## src/rtl/dma_busctl_pkg.sv

```systemverilog
package dma_busctl_pkg;
  parameter int unsigned CMD_W  = 3;
  parameter int unsigned MODE_W = 2;
  parameter int unsigned ST_W   = 2;

  typedef enum logic [ST_W-1:0] {
    ST_DIS  = 2'd0,
    ST_IDLE = 2'd1,
    ST_SUSP = 2'd2,
    ST_ACT  = 2'd3
  } dma_st_e;

  localparam logic [CMD_W-1:0] CMD_ENABLE  = 3'd1;
  localparam logic [CMD_W-1:0] CMD_DISABLE = 3'd2;
  localparam logic [CMD_W-1:0] CMD_FORCE   = 3'd3;
  localparam logic [CMD_W-1:0] CMD_REINIT  = 3'd4;

  localparam logic [MODE_W-1:0] MODE_BYTE = 2'd0;
  localparam logic [MODE_W-1:0] MODE_CONT = 2'd2;
endpackage

```

## src/rtl/dma_cmd_dec.sv

```systemverilog
module dma_cmd_dec
  import dma_busctl_pkg::*;
(
  input  logic             clk_i,
  input  logic             rst_ni,
  input  dma_st_e          st_i,
  input  logic             cmd_valid_i,
  input  logic [CMD_W-1:0] cmd_code_i,
  input  logic             stop_evt_i,
  output logic             go_en_o,
  output logic             go_dis_o,
  output logic             force_o
);
  logic acc, is_en, seq_q, force_q;

  // suspended channel only listens to DISABLE; active listens to nothing
  assign acc = cmd_valid_i &
               ((st_i == ST_DIS) | (st_i == ST_IDLE) |
                ((st_i == ST_SUSP) & (cmd_code_i == CMD_DISABLE)));
  assign is_en = (cmd_code_i == CMD_ENABLE);

  assign go_en_o  = acc & is_en;
  assign go_dis_o = acc & ~is_en & ~((cmd_code_i == CMD_REINIT) & ~seq_q);
  assign force_o  = force_q;

  always_ff @(posedge clk_i or negedge rst_ni) begin
    if (!rst_ni) begin
      seq_q   <= 1'b0;
      force_q <= 1'b0;
    end else begin
      if (acc) seq_q <= ~is_en;
      if (acc & (cmd_code_i == CMD_FORCE)) force_q <= 1'b1;
      else if (stop_evt_i)                 force_q <= 1'b0;
    end
  end
endmodule

```

## src/rtl/dma_mode_policy.sv

```systemverilog
module dma_mode_policy
  import dma_busctl_pkg::*;
(
  input  dma_st_e           st_i,
  input  logic [MODE_W-1:0] mode_i,
  input  logic              auto_restart_i,
  input  logic              rdy_eff_i,
  input  logic              bai_i,
  input  logic              granted_i,
  input  logic              reti_i,
  input  logic              eob_i,
  input  logic              match_i,
  input  logic              byte_done_i,
  output logic              stop_o,
  output logic              susp_o,
  output logic              resume_o
);
  logic is_byte, is_cont, active;

  assign is_byte = (mode_i == MODE_BYTE);
  assign is_cont = (mode_i == MODE_CONT);
  assign active  = (st_i == ST_ACT);

  // priority: match > end of block > grant loss > ready loss > byte done
  assign stop_o = active & (match_i | (eob_i & ~auto_restart_i));
  assign susp_o = active & ~stop_o &
                  ((granted_i & ~bai_i) |
                   (~is_byte & ~rdy_eff_i) |
                   (is_byte & byte_done_i));

  assign resume_o = (st_i == ST_SUSP) & rdy_eff_i & (~is_cont | reti_i);
endmodule

```

## src/rtl/dma_state_fsm.sv

```systemverilog
module dma_state_fsm
  import dma_busctl_pkg::*;
(
  input  logic    clk_i,
  input  logic    rst_ni,
  input  logic    go_en_i,
  input  logic    go_dis_i,
  input  logic    rdy_eff_i,
  input  logic    stop_i,
  input  logic    susp_i,
  input  logic    resume_i,
  input  logic    bai_i,
  output dma_st_e st_o,
  output logic    granted_o
);
  dma_st_e st_q, st_d;
  logic    gr_q;

  always_comb begin
    st_d = st_q;
    unique case (st_q)
      ST_DIS, ST_IDLE: begin
        if (go_en_i)       st_d = rdy_eff_i ? ST_ACT : ST_IDLE;
        else if (go_dis_i) st_d = ST_DIS;
      end
      ST_SUSP: begin
        if (go_dis_i)      st_d = ST_DIS;
        else if (resume_i) st_d = ST_ACT;
      end
      ST_ACT: begin
        if (stop_i)        st_d = ST_IDLE;
        else if (susp_i)   st_d = ST_SUSP;
      end
      default:             st_d = ST_DIS;
    endcase
  end

  always_ff @(posedge clk_i or negedge rst_ni) begin
    if (!rst_ni) begin
      st_q <= ST_DIS;
      gr_q <= 1'b0;
    end else begin
      st_q <= st_d;
      gr_q <= (st_q == ST_ACT) & (st_d == ST_ACT) & (gr_q | bai_i);
    end
  end

  assign st_o      = st_q;
  assign granted_o = gr_q;
endmodule

```

## src/rtl/dma_busctl.sv

```systemverilog
module dma_busctl
  import dma_busctl_pkg::*;
(
  input  logic              clk_i,
  input  logic              rst_ni,
  input  logic              cmd_valid_i,
  input  logic [CMD_W-1:0]  cmd_code_i,
  input  logic [MODE_W-1:0] mode_i,
  input  logic              auto_restart_i,
  input  logic              rdy_i,
  input  logic              bai_i,
  input  logic              reti_i,
  input  logic              eob_i,
  input  logic              match_i,
  input  logic              byte_done_i,
  output logic              busreq_no,
  output logic              xfer_go_o,
  output logic              cpu_access_o,
  output logic [ST_W-1:0]   state_o
);
  dma_st_e st;
  logic go_en, go_dis, force_q, rdy_eff;
  logic stop, susp, resume, granted;

  assign rdy_eff = rdy_i | force_q;

  dma_cmd_dec u_dec (
    .clk_i, .rst_ni,
    .st_i(st), .cmd_valid_i, .cmd_code_i, .stop_evt_i(stop),
    .go_en_o(go_en), .go_dis_o(go_dis), .force_o(force_q)
  );

  dma_mode_policy u_pol (
    .st_i(st), .mode_i, .auto_restart_i, .rdy_eff_i(rdy_eff), .bai_i,
    .granted_i(granted), .reti_i, .eob_i, .match_i, .byte_done_i,
    .stop_o(stop), .susp_o(susp), .resume_o(resume)
  );

  dma_state_fsm u_fsm (
    .clk_i, .rst_ni,
    .go_en_i(go_en), .go_dis_i(go_dis), .rdy_eff_i(rdy_eff),
    .stop_i(stop), .susp_i(susp), .resume_i(resume), .bai_i,
    .st_o(st), .granted_o(granted)
  );

  assign busreq_no    = (st != ST_ACT);
  assign xfer_go_o    = (st == ST_ACT) & granted;
  assign cpu_access_o = (st == ST_DIS) | (st == ST_IDLE);
  assign state_o      = st;
endmodule

```

## config.mk

```make
export PLATFORM = sky130hd
export DESIGN_NAME = dma_busctl
export DESIGN_NICKNAME = d
export VERILOG_FILES = /design/src/rtl/dma_busctl_pkg.sv /design/src/rtl/dma_cmd_dec.sv /design/src/rtl/dma_mode_policy.sv /design/src/rtl/dma_state_fsm.sv /design/src/rtl/dma_busctl.sv
export SDC_FILE = /design/constraint.sdc
export NUM_CORES = 1
export LEC_CHECK = 0
export ABC_AREA = 1
export BUFFER_PORTS_ARGS = -buffer_cell sky130_fd_sc_hd__buf_2
export CORE_AREA = 2 2 39 41
export CTS_CLUSTER_SIZE = 12
export DETAILED_ROUTE_END_ITERATION = 8
export DIE_AREA = 0 0 41 43
export GPL_TIMING_DRIVEN = 0
export PLACE_DENSITY = 0.64
export REMOVE_ABC_BUFFERS = 1
export SYNTH_ARGS = -nofsm -noshare
export SYNTH_HDL_FRONTEND = slang
export SYNTH_SLANG_ARGS = --single-unit
```

## constraint.sdc

```tcl
create_clock -name clk_i -period 1.5 [get_ports clk_i]
set_input_delay 0 -clock clk_i [delete_from_list [all_inputs] [get_ports clk_i]]
set_output_delay 0 -clock clk_i [all_outputs]
set_load 0.01 [all_outputs]
```

==> reports/metrics.yaml <==
status:
  status: "finished, final reports clean"
timing:
  fin_skew_ps: 3.63
  fmax_mhz: 781
  max_slew_margin_pct: 84.3
  maxSlewViolCount: 0
  finalHoldViolCount: 0
  min_period_over_period_pct: 85.4
  max_slew.worst_pin.slew_ps: 234
  rsz0062_at_grt: "no"
  period_needed_ps: 1280
  finalSetupTns_ps: 0
  finalSetupViolCount: 0
  finalWorstSetupSlack_ps: 219
clock_network:
  h-tree-depth: 1
  clock_latency_ps: 240
  cts_buffer_depth: 2
  cts_tree: "yes"
  numCtsBuffers: 3
  cts-root-buf: "clkbuf_4"
  clk_pin_slew_ps: 40
  numClockSinks: 5
  cts_resized: 0
yosys:
  synth.cell_area_sq_um: 417
  syn_area_per_cell_sq_um: 6.22
  ys_types: 15
  synthCells: 67
  yosysSeqAreaShare_pct: 30.0
  synth_warnings: 0
  ys_seq_elements: 5
route:
  num_vias: 466
  drtIter0Drc: 5
  viasPerCell: 4.36
  finalWirelength_microns: 919
  antenna_left: 0
  drcViolationCount: 0
  wl_per_cell_microns: 8.59
  drt-pass1-iter-count: 4
place:
  placed_cells: 102
  routabilityCongestion: 0.709
  dp_hpwl_microns: 815
  portBuffers: 19
  dpl_worst_slack_ps: 207
hold_path:
  hold_class: "in2reg"
layout:
  final_cells: 107
  final_net_count: 107
  antenna_cells: 0
  area_growth_pct: 36.3
  drive_above_1_share_pct: 38.5
die:
  coreArea_sq_mm: 0.00138
  die_width_microns: 41
  die_h_microns: 43
  num_rows: 14
  io_pins: 20
  die_area_sq_mm: 0.00176
  start_util_pct: 30.1
grt:
  grt_start_max_net_pins: 7
  antenna_found_initial: 0
  grt_pass1_wl_microns: 1620
  overflow: 0
  grt_use_total_pct: 14.1
  grt_pass1_vias: 432
flow_run:
  drv_cap: 0
setup_path:
  crit_slowest_cell: "dfrtp_1"
  crit_top_cell: "nand2_1"
  path_cells: "nor2_1, nand2_1, nand2_2, nand3_2, nand2_1, nand2_1, nor2_2, inv_1"
  crit_type: "reg2reg"
  crit_path_start_kind: "register"
  worstPathMaxFanout: 6
  critPathArrivalTime_ps: 1400
  max_stage_delay_ps: 440
  required_ps: 1620
  endpoint_kind: "register"
power_and_ir_drop:
  powerDensity_mw_per_mm2: 1290
  p_leak_nw: 0.309
  vdd_drop_max_v: 0.000620
[logic make-up (layout without fill, tap and decap cells)]
family | after synthesis | after routing | synth area share, %
flip-flops | 5 | 5 | 30.0
AND/OR/NAND/NOR | 44 | 44 | 51.1
buffers and inverters | 13 | 37 | 11.7
AO/OA/AOI/OAI | 5 | 5 | 7.21
[through the flow]
step	hold WS, ps	utilization, %	power (mW)	cell area (sq um)
after floorplan	-296	-	0.471	417
after global placement	-182	38.4	0.582	532
after detailed placement	-180	38.4	0.589	532
after CTS	40.6	41.0	0.750	568
after global routing	44.9	41.0	0.820	568
final	48.8	41.0	0.733	568
[area by class of cell]
class                      count  area (sq um)
fill                         159           816
multi-input combinational     49           243
sequential                     5           125
timing repair buffer          20           105
inverter                      13          48.8
clock buffer                   4          26.3
tap                           16          20.0
[repair_timing]
action / CTS / global route
endpoints found under the hold margin: 5 / 0
setup buffers: 0 / 0
hold buffers: 1 / 0
[critical path, delay by kind of cell, from the launching register on]
kind,cells,cell delay [ps]
and+or+nand+nor,7,660
buffers and inverters,1,60
DFF,1,440
[cells in the mapped netlist (all sizes together)]
| master | n | area share (%) |
|---|---|---|
| nand2 | 20 | 19 |
| nor2 | 15 | 17 |
| inv | 13 | 12 |
| dfrtp | 5 | 30 |
| nand3 | 5 | 8.4 |
| nand4 | 3 | 4.5 |
| a21oi | 2 | 2.4 |
| a21boi | 1 | 1.8 |
| nor3b | 1 | 1.8 |
| o21a | 1 | 1.8 |
| o21ai | 1 | 1.2 |
[path summary, 6_finish.rpt]
check | start | endpoint | slack (ps) | depth (start not counted)
worst max register to register | u_fsm.st_o[0]$_DFF_PN0_ | u_fsm.st_o[0]$_DFF_PN0_ | 220 | 8
max in group asynchronous | rst_ni | u_fsm.st_o[1]$_DFF_PN0_ | 1260 | 2
min in group asynchronous | rst_ni | u_dec.force_o$_DFFE_PN0P_ | 100 | 2
worst min register to register | u_dec.force_o$_DFFE_PN0P_ | u_dec.force_o$_DFFE_PN0P_ | 480 | 2
worst min-delay path | cmd_code_i[0] | u_dec.force_o$_DFFE_PN0P_ | 50 | 3
worst max-delay path | u_fsm.st_o[0]$_DFF_PN0_ | u_fsm.st_o[0]$_DFF_PN0_ | 220 | 8
[where the power goes]
group	switching (mW)	leakage [nW]	internal (mW)	total, mW
Sequential	0.0546	0.0608	0.179	0.234
Combinational	0.213	0.233	0.136	0.349
Clock	0.0503	0.0150	0.100	0.151
[cells in the final DEF, fill, tap and decap left out, drive strengths merged]
cell type	instances
nand4	3
inv	13
dlygate4sd3	1
nor2	15
o21ai	1
o21a	1
nor3b	1
nand2	20
clkbuf	4
a21oi	2
a21boi	1
buf	19
dfrtp	5
nand3	5
[sequential cells by signal (all words and copies together), names as in the netlist]
register,cells
u_dec.seq_q,1
u_dec.force_o,1
u_fsm.st_o,2
u_fsm.granted_o,1
[per-layer routing]
layer	track usage (%)	wire [microns]
met5	0	0
met4	10.0	0
met3	3.14	23
met2	21.9	519
met1	15.8	376
Power figures use the tool's default switching activity.
